==> src/rtl/csr_perm_pkg.sv <==
package csr_perm_pkg;
  localparam int ADDR_W = 12;

  typedef enum logic [1:0] {
    MODE_USER    = 2'b00,
    MODE_SUPER   = 2'b01,
    MODE_DEBUG   = 2'b10,
    MODE_MACHINE = 2'b11
  } mode_e;

  typedef enum logic [2:0] {
    CAUSE_NONE    = 3'd0,
    CAUSE_UNIMPL  = 3'd1,
    CAUSE_PRIV    = 3'd2,
    CAUSE_DBGONLY = 3'd3,
    CAUSE_ROWRITE = 3'd4,
    CAUSE_HIHALF  = 3'd5
  } cause_e;

  localparam logic [ADDR_W-1:0] DBG_ONLY_LO = 12'h7B0;
  localparam logic [ADDR_W-1:0] DBG_ONLY_HI = 12'h7BF;
  localparam logic [ADDR_W-1:0] HH_USER_LO  = 12'hC80;
  localparam logic [ADDR_W-1:0] HH_USER_HI  = 12'hC9F;
  localparam logic [ADDR_W-1:0] HH_MACH_LO  = 12'hB80;
  localparam logic [ADDR_W-1:0] HH_MACH_HI  = 12'hB9F;

  // Rank of a mode; debug sits above machine.
  function automatic logic [2:0] mode_rank(input logic [1:0] m);
    case (m)
      2'b00:   return 3'd0;
      2'b01:   return 3'd1;
      2'b11:   return 3'd3;
      default: return 3'd4;
    endcase
  endfunction
endpackage

==> src/rtl/csr_impl_table.sv <==
module csr_impl_table #(
  parameter int unsigned ADDR_W = 12,
  parameter int unsigned N_WIN  = 8,
  parameter logic [N_WIN*ADDR_W-1:0] WIN_LO = '0,
  parameter logic [N_WIN*ADDR_W-1:0] WIN_HI = '0
) (
  input  logic [ADDR_W-1:0] addr,
  output logic              implemented
);
  logic [N_WIN-1:0] win_hit;

  for (genvar gi = 0; gi < N_WIN; gi++) begin : g_win
    assign win_hit[gi] = (addr >= WIN_LO[gi*ADDR_W +: ADDR_W]) &&
                         (addr <= WIN_HI[gi*ADDR_W +: ADDR_W]);
  end

  assign implemented = |win_hit;
endmodule

==> src/rtl/csr_field_decode.sv <==
module csr_field_decode #(
  parameter int unsigned ADDR_W = 12,
  parameter logic [ADDR_W-1:0] DBG_LO  = 12'h7B0,
  parameter logic [ADDR_W-1:0] DBG_HI  = 12'h7BF,
  parameter logic [ADDR_W-1:0] HHU_LO  = 12'hC80,
  parameter logic [ADDR_W-1:0] HHU_HI  = 12'hC9F,
  parameter logic [ADDR_W-1:0] HHM_LO  = 12'hB80,
  parameter logic [ADDR_W-1:0] HHM_HI  = 12'hB9F
) (
  input  logic [ADDR_W-1:0] addr,
  input  logic [1:0]        mode,
  output logic              read_only,
  output logic              rank_short,
  output logic              dbg_range,
  output logic              high_half
);
  localparam int unsigned TOP = ADDR_W - 1;
  logic [2:0] rank;
  logic [2:0] need;

  assign rank       = csr_perm_pkg::mode_rank(mode);
  assign need       = {1'b0, addr[TOP-2 -: 2]};
  assign read_only  = &addr[TOP -: 2];
  assign rank_short = rank < need;
  assign dbg_range  = (addr >= DBG_LO) && (addr <= DBG_HI);
  assign high_half  = ((addr >= HHU_LO) && (addr <= HHU_HI)) ||
                      ((addr >= HHM_LO) && (addr <= HHM_HI));
endmodule

==> src/rtl/csr_cause_prio.sv <==
module csr_cause_prio
  import csr_perm_pkg::*;
(
  input  logic   unimpl,
  input  logic   rank_short,
  input  logic   dbg_block,
  input  logic   ro_write,
  input  logic   hh_block,
  output cause_e cause
);
  always_comb begin
    if (unimpl)          cause = CAUSE_UNIMPL;
    else if (rank_short) cause = CAUSE_PRIV;
    else if (dbg_block)  cause = CAUSE_DBGONLY;
    else if (ro_write)   cause = CAUSE_ROWRITE;
    else if (hh_block)   cause = CAUSE_HIHALF;
    else                 cause = CAUSE_NONE;
  end
endmodule

==> src/rtl/csr_perm_check.sv <==
module csr_perm_check
  import csr_perm_pkg::*;
#(
  parameter int unsigned N_WIN = 8,
  parameter logic [N_WIN*ADDR_W-1:0] IMPL_LO = {12'hF11, 12'hC00, 12'hB00, 12'h7A0,
                                                12'h600, 12'h300, 12'h100, 12'h001},
  parameter logic [N_WIN*ADDR_W-1:0] IMPL_HI = {12'hF15, 12'hC9F, 12'hB9F, 12'h7BF,
                                                12'h6FF, 12'h3FF, 12'h180, 12'h003}
) (
  input  logic        clk,
  input  logic        rst_n,
  input  logic        req_valid,
  input  logic [11:0] req_addr,
  input  logic [1:0]  req_mode,
  input  logic        req_write,
  input  logic        req_xlen64,
  output logic        rsp_valid,
  output logic        rsp_illegal,
  output logic [2:0]  rsp_cause
);
  logic   implemented;
  logic   read_only;
  logic   rank_short;
  logic   dbg_range;
  logic   high_half;
  logic   in_debug;
  cause_e cause_nxt;

  csr_impl_table #(
    .ADDR_W (ADDR_W),
    .N_WIN  (N_WIN),
    .WIN_LO (IMPL_LO),
    .WIN_HI (IMPL_HI)
  ) u_table (
    .addr        (req_addr),
    .implemented (implemented)
  );

  csr_field_decode #(
    .ADDR_W (ADDR_W),
    .DBG_LO (DBG_ONLY_LO),
    .DBG_HI (DBG_ONLY_HI),
    .HHU_LO (HH_USER_LO),
    .HHU_HI (HH_USER_HI),
    .HHM_LO (HH_MACH_LO),
    .HHM_HI (HH_MACH_HI)
  ) u_decode (
    .addr       (req_addr),
    .mode       (req_mode),
    .read_only  (read_only),
    .rank_short (rank_short),
    .dbg_range  (dbg_range),
    .high_half  (high_half)
  );

  assign in_debug = (req_mode == MODE_DEBUG);

  csr_cause_prio u_prio (
    .unimpl     (!implemented),
    .rank_short (rank_short),
    .dbg_block  (dbg_range && !in_debug),
    .ro_write   (read_only && req_write),
    .hh_block   (high_half && req_xlen64),
    .cause      (cause_nxt)
  );

  always_ff @(posedge clk or negedge rst_n) begin
    if (!rst_n) begin
      rsp_valid   <= 1'b0;
      rsp_illegal <= 1'b0;
      rsp_cause   <= 3'd0;
    end else begin
      rsp_valid <= req_valid;
      if (req_valid) begin
        rsp_cause   <= cause_nxt;
        rsp_illegal <= (cause_nxt != CAUSE_NONE);
      end
    end
  end
endmodule

==> config.mk <==
export PLATFORM = sky130hd
export DESIGN_NAME = csr_perm_check
export DESIGN_NICKNAME = d
export VERILOG_FILES = /design/src/rtl/csr_perm_pkg.sv /design/src/rtl/csr_impl_table.sv /design/src/rtl/csr_field_decode.sv /design/src/rtl/csr_cause_prio.sv /design/src/rtl/csr_perm_check.sv
export SDC_FILE = /design/constraint.sdc
export NUM_CORES = 1
export LEC_CHECK = 0
export BUFFER_PORTS_ARGS = -buffer_cell sky130_fd_sc_hd__buf_2
export CAP_MARGIN = 20
export CORE_AREA = 2 2 39 41
export CTS_CLUSTER_DIAMETER = 100
export DETAILED_ROUTE_END_ITERATION = 7
export DIE_AREA = 0 0 41 43
export PLACE_DENSITY_LB_ADDON = 0.05
export SYNTH_ARGS = -nofsm -noshare
export SYNTH_HDL_FRONTEND = slang
export SYNTH_SLANG_ARGS = --single-unit
==> constraint.sdc <==
create_clock -name clk -period 0.93 [get_ports clk]
set_input_delay 0.186 -clock clk [delete_from_list [all_inputs] [get_ports clk]]
set_output_delay 0.186 -clock clk [all_outputs]
set_load 0.02 [all_outputs]
## Word level (Yosys, flattened, before mapping)

Index checks and enable logic that the tools add are counted.
W data, S select, Z words.

| operators by class | value |
|---|---|
| $lt $le $gt $ge | 20 |
| equality and inequality tests | 3 |
| multiplexer cells | 6 |
| reductions and logical operators | 20 |

Operator list:

| operator | count |
|---|---|
| $ge A12 B12 Y1 const B | 5 |
| $ge A12 B11 Y1 const B | 3 |
| $le A12 B12 Y1 const B | 3 |
| $le A12 B11 Y1 const B | 2 |
| $mux W3 | 5 |
| $logic_and A1 B1 Y1 | 14 |
| $ge A12 B1 Y1 const B | 1 |
| $ge A12 B10 Y1 const B | 1 |
| $ge A12 B9 Y1 const B | 1 |
| $le A12 B10 Y1 const B | 1 |
| $le A12 B2 Y1 const B | 1 |
| $le A12 B9 Y1 const B | 1 |
| $pmux W3 S3 | 1 |
| $reduce_or A8 Y1 | 1 |
| $eq A2 B2 Y1 const B | 2 |
| $lt A3 B2 Y1 | 1 |
| $reduce_bool A3 Y1 | 1 |
| $eq A2 B1 Y1 const B | 1 |
| $logic_not A2 Y1 | 1 |
| $reduce_and A2 Y1 | 1 |
| $logic_not A1 Y1 | 1 |
| $logic_or A1 B1 Y1 | 1 |

| word-level totals | value |
|---|---|
| register bits | 5 |
| output and inout bits | 5 |

## Longest topological paths before layout

| depth | value |
|---|---|
| depth after elaboration | 10 |
| gate-level depth with buffers | 7 |
| depth with buffers taken out | 6 |

## Cells and area by module

From an unflattened synthesis, not the netlist that was laid out.

| second synthesis, totals | value |
|---|---|
| cells, all modules | 60 |
| area, all modules | 489.2 um^2 |

By module, submodules not included:

| module | instances | cells each | area each (um^2) | seq. area each (um^2) |
|---|---|---|---|---|
| csr_perm_check | 1 | 16 | 200.2 | 125.1 |
| csr_impl_table | 1 | 23 | 146.4 | 0.0 |
| csr_field_decode | 1 | 14 | 105.1 | 0.0 |
| csr_cause_prio | 1 | 7 | 37.5 | 0.0 |

## Worst setup path after synthesis

OpenSTA, ideal clock, no wires.

| path | value |
|---|---|
| kind | input to register |
| start | input req_addr[9] |
| end | register rsp_cause[2] |
| arrival time | 1.394 ns |
| data required time | 0.809 ns |
| slack | -0.585 ns |
| stages on the path | 7 |
| cell sequence | clkbuf_2 inv_1 ha_1 a211oi_1 nor2_1 and3_1 a22o_1 |

| on the way | value |
|---|---|
| word-level cells in the longest chain between the ends | 9 |
| elaborated cells between the ends (all ways) | 40 |
| those cells by class | order compare: 20; mux: 5; reduce/logical: 15 |

Ends and longest elaborated chain:

| element | line | text |
|---|---|---|
| start: declaration | csr_perm_check.sv:13 | `input logic [11:0] req_addr,` |
| $ge A12 B12 Y1 (tied with other cells) | csr_field_decode.sv:26 | `assign high_half = ((addr >= HHU_LO) && (addr <= HHU_HI)) \|\|` |
| $logic_and A1 B1 Y1 (on tied branches) | csr_field_decode.sv:26, csr_field_decode.sv:27 |  |
| $logic_or A1 B1 Y1 | csr_field_decode.sv:26 |  |
| $logic_and A1 B1 Y1 | csr_perm_check.sv:63 | `.hh_block (high_half && req_xlen64),` |
| $mux W3 | csr_cause_prio.sv:16 | `else if (hh_block) cause = CAUSE_HIHALF;` |
| $mux W3 | csr_cause_prio.sv:15 | `else if (ro_write) cause = CAUSE_ROWRITE;` |
| $mux W3 | csr_cause_prio.sv:14 | `else if (dbg_block) cause = CAUSE_DBGONLY;` |
| $mux W3 | csr_cause_prio.sv:13 | `else if (rank_short) cause = CAUSE_PRIV;` |
| $mux W3 * | csr_cause_prio.sv:12 | `if (unimpl) cause = CAUSE_UNIMPL;` |
| end signal: assignment | csr_perm_check.sv:75 | `rsp_cause <= cause_nxt;` |
| end: declaration | csr_perm_check.sv:19 | `output logic [2:0] rsp_cause` |

Mark *: on every way between the ends. The rest lies on a longest branch, timed or not.
A chain may end at the register's enable or synchronous reset.

## Final worst setup path

| path | value |
|---|---|
| start | input req_addr[7] |
| end | register rsp_cause[2] |

Same word-level chain as after synthesis.

==> impl_metrics.json <==
{
  "grt_pass1_vias": 558,
  "cts_tree": "yes",
  "ys.flop_type": "dfrtp_1",
  "ir_worst_vdd_uv": 315,
  "end_kind": "register",
  "portBuffers": 23,
  "synth_area_leaders": "dfrtp_1, nor2_1, nor3b_1, nor3_1, a22o_1",
  "cpPeakStageDelay_ps": 500,
  "synth.largest_area_cell": "dfrtp_1",
  "finalMaxSlewViolations": 0,
  "postLayoutSetupSlackWorst_ps": -361,
  "critical_path_buf_inv_count": 1,
  "synth.cell_area_um2": 465,
  "overflow": 0,
  "grt_use_total_pct": 17.4,
  "leakage_nw": 0.414,
  "cts_buffers": 3,
  "synth_cells": 58,
  "vias": 595,
  "core-area_mm2": 0.00138,
  "cp.required_ps": 1060,
  "stdcell_count": 117,
  "critPathSlowestCell": "or4_4",
  "cts_root_buffer": "clkbuf_4",
  "area_delta_synth_final_pct": 85.5,
  "start_util_pct": 33.6,
  "drt_first_iter_violations": 5,
  "worstPathMaxFanout": 5,
  "setup_viol": 8,
  "die_h_um": 43,
  "fillers": 137,
  "grt_max_degree": 9,
  "post_synth_num_cell_types": 31,
  "min_path_type": "in -> reg",
  "critPathTopFamily": "simple AND/OR/NAND/NOR gates",
  "antenna_found_initial": 0,
  "die_area_mm2": 0.00176,
  "postSynthAreaPerCell_um2": 8.02,
  "arrival_ps": 1420,
  "vias_per_cell": 5.09,
  "yosysTopAreaCellShare_pct": 26.9,
  "rsz0062_at_grt": "yes",
  "layout_min_cycle_time_ps": 1290,
  "synthArstFlopShare_pct": 100,
  "wl_per_cell_um": 11.2,
  "ys_seq_area_share_pct": 26.9,
  "drc_errors": 0,
  "p_per_area_mw_per_mm2": 931,
  "max_slew_margin_pct": 81.2,
  "place_congestion": 0.776,
  "hold_viol_final": 0,
  "drive_gt1_share_pct": 52.5,
  "max_cap_viol_count": 0,
  "io_pins": 24,
  "clock_latency_ps": 240,
  "insertedDiodeCount": 0,
  "rows": 14,
  "drtAntennaViolNets": 0,
  "dpl_worst_slack_ps": -697,
  "die_w_um": 41,
  "worstSetupPathType": "in -> reg",
  "grt_first_pass_wirelength_um": 2150,
  "clk_pin_slew_worst_paths_ps": 40,
  "seq_area_um2": 125,
  "hpwl_um": 996,
  "worst_pin_slew_ps": 279,
  "clock_skew_ps": 0,
  "dp.cells": 108,
  "syn_nets": 78,
  "cp_cell_sequence": "buf_8 -> nand4b_1 -> a21oi_2 -> o211a_1 -> or4_4 -> a22o_1",
  "synth_warnings": 0,
  "violations": "negative setup slack",
  "start_kind": "input port",
  "synth_edf_count": 0,
  "ys_ff_latch": 5,
  "fmax_mhz": 775,
  "routed_wl_um": 1310,
  "dr.pass1.iters": 2,
  "outcome": "finished, violations left",
  "cts_sinks": 5,
  "period_share_pct": 139,
  "nNetsFinal": 122,
  "clockBufferDepth": 2,
  "htreeDepth": 1,
  "multi_input_area_um2": 365
}
-- layout by cell type, fill, tap and decap left out, types with 2 or more instances in the layout --
cell type and n:
dfrtp_1 5, a22o_1 2, nand3_1 3, a31oi_1 2
nor2_1 7, buf_4 16, nor3b_1 2, nor2b_1 2
and2b_2 2, buf_8 2, a21oi_2 2, buf_6 8
clkbuf_4 3, inv_1 3, nor3_1 3, buf_2 13
nand4b_1 2
-- metrics by stage --
| stage | util, % | hold WS (ps) | area (µm²) | total power, mW | setup TNS, ps |
|---|---|---|---|---|---|
| 4_1_cts | 59.6 | 126 | 825 | 0.799 | -1340 |
| 2_1_floorplan | - | -110 | 483 | 0.355 | -1940 |
| 5_1_grt | 62.4 | 134 | 863 | 0.867 | -1630 |
| 3_3_place_gp | 50.2 | 2.45 | 694 | 0.485 | -2530 |
| 3_5_place_dp | 50.2 | 2.02 | 694 | 0.485 | -2610 |
| 6_report | 62.4 | 135 | 863 | 0.804 | -1290 |
-- routing by layer --
layer  wire [µm]  vias up  global-route usage, %
met1         560      267                   21.2
met4           0        0                   10.0
met5           0        -                      0
met2         681       20                   27.8
li1            -      308                      -
met3          71        0                   1.57
-- layout make-up --
cell class,count,share of cell area (%)
Tap cell,16,2.32
Multi-Input combinational cell,49,42.3
Inverter,3,1.30
Sequential cell,5,14.5
Timing Repair Buffer,40,36.5
Clock buffer,4,3.04
-- cell families after synthesis --
kind of cell	count (synthesis)	synth area share [%]
AND/OR/NAND/NOR	34	46.2
AO/OA/AOI/OAI	14	20.7
flip-flops	5	26.9
buffers and inverters	4	3.49
adder cells (fa/ha/maj)	1	2.69
-- power breakdown --
part	total [mW]	internal [mW]	switching (mW)
logic	0.310	0.179	0.130
registers	0.243	0.233	0.00968
clock network	0.251	0.162	0.0886
-- final timing paths --
kind                            cells after the start  slack, ps                     start                       end
worst min-delay path                                1        130                 req_valid       rsp_valid$_DFF_PN0_
min in group asynchronous                           2        290                     rst_n  rsp_cause[0]$_DFFE_PN0P_
worst max register to register                      2         90  rsp_cause[1]$_DFFE_PN0P_  rsp_cause[1]$_DFFE_PN0P_
worst min register to register                      2        620  rsp_cause[1]$_DFFE_PN0P_  rsp_cause[1]$_DFFE_PN0P_
worst max-delay path                                6       -360               req_addr[7]  rsp_cause[2]$_DFFE_PN0P_
max in group asynchronous                           2        510                     rst_n   rsp_illegal$_DFFE_PN0P_
-- worst register-to-register path, delay by kind of cell, from the launching register on --
family | cells | cell delay, ps
AO/OA/AOI/OAI | 1 | 210
flip-flops | 1 | 380
buffers and inverters | 1 | 140
-- cells in the mapped netlist (2+ instances only) --
master and instances:
a21oi_1 3, a22o_1 2, a31oi_1 2, and2b_2 2, dfrtp_1 5, inv_1 3, nand3_1 3, nand4b_1 2
nor2_1 7, nor2b_1 2, nor3_1 4, nor3b_1 3, o21ai_0 2
-- repair_timing --
item,in CTS,in global routing
setup buffers,3,1
endpoints found under the hold margin,5,0
endpoints found under the setup margin,9,9
hold buffers,1,0
gates resized for setup,22,6
pin swaps,7,5
-- flip-flops by register name, indices dropped and copies added, names as in the netlist --
name	cells
rsp_cause	3
rsp_valid	1
rsp_illegal	1
No activity file was read; power rests on OpenSTA's default activity.
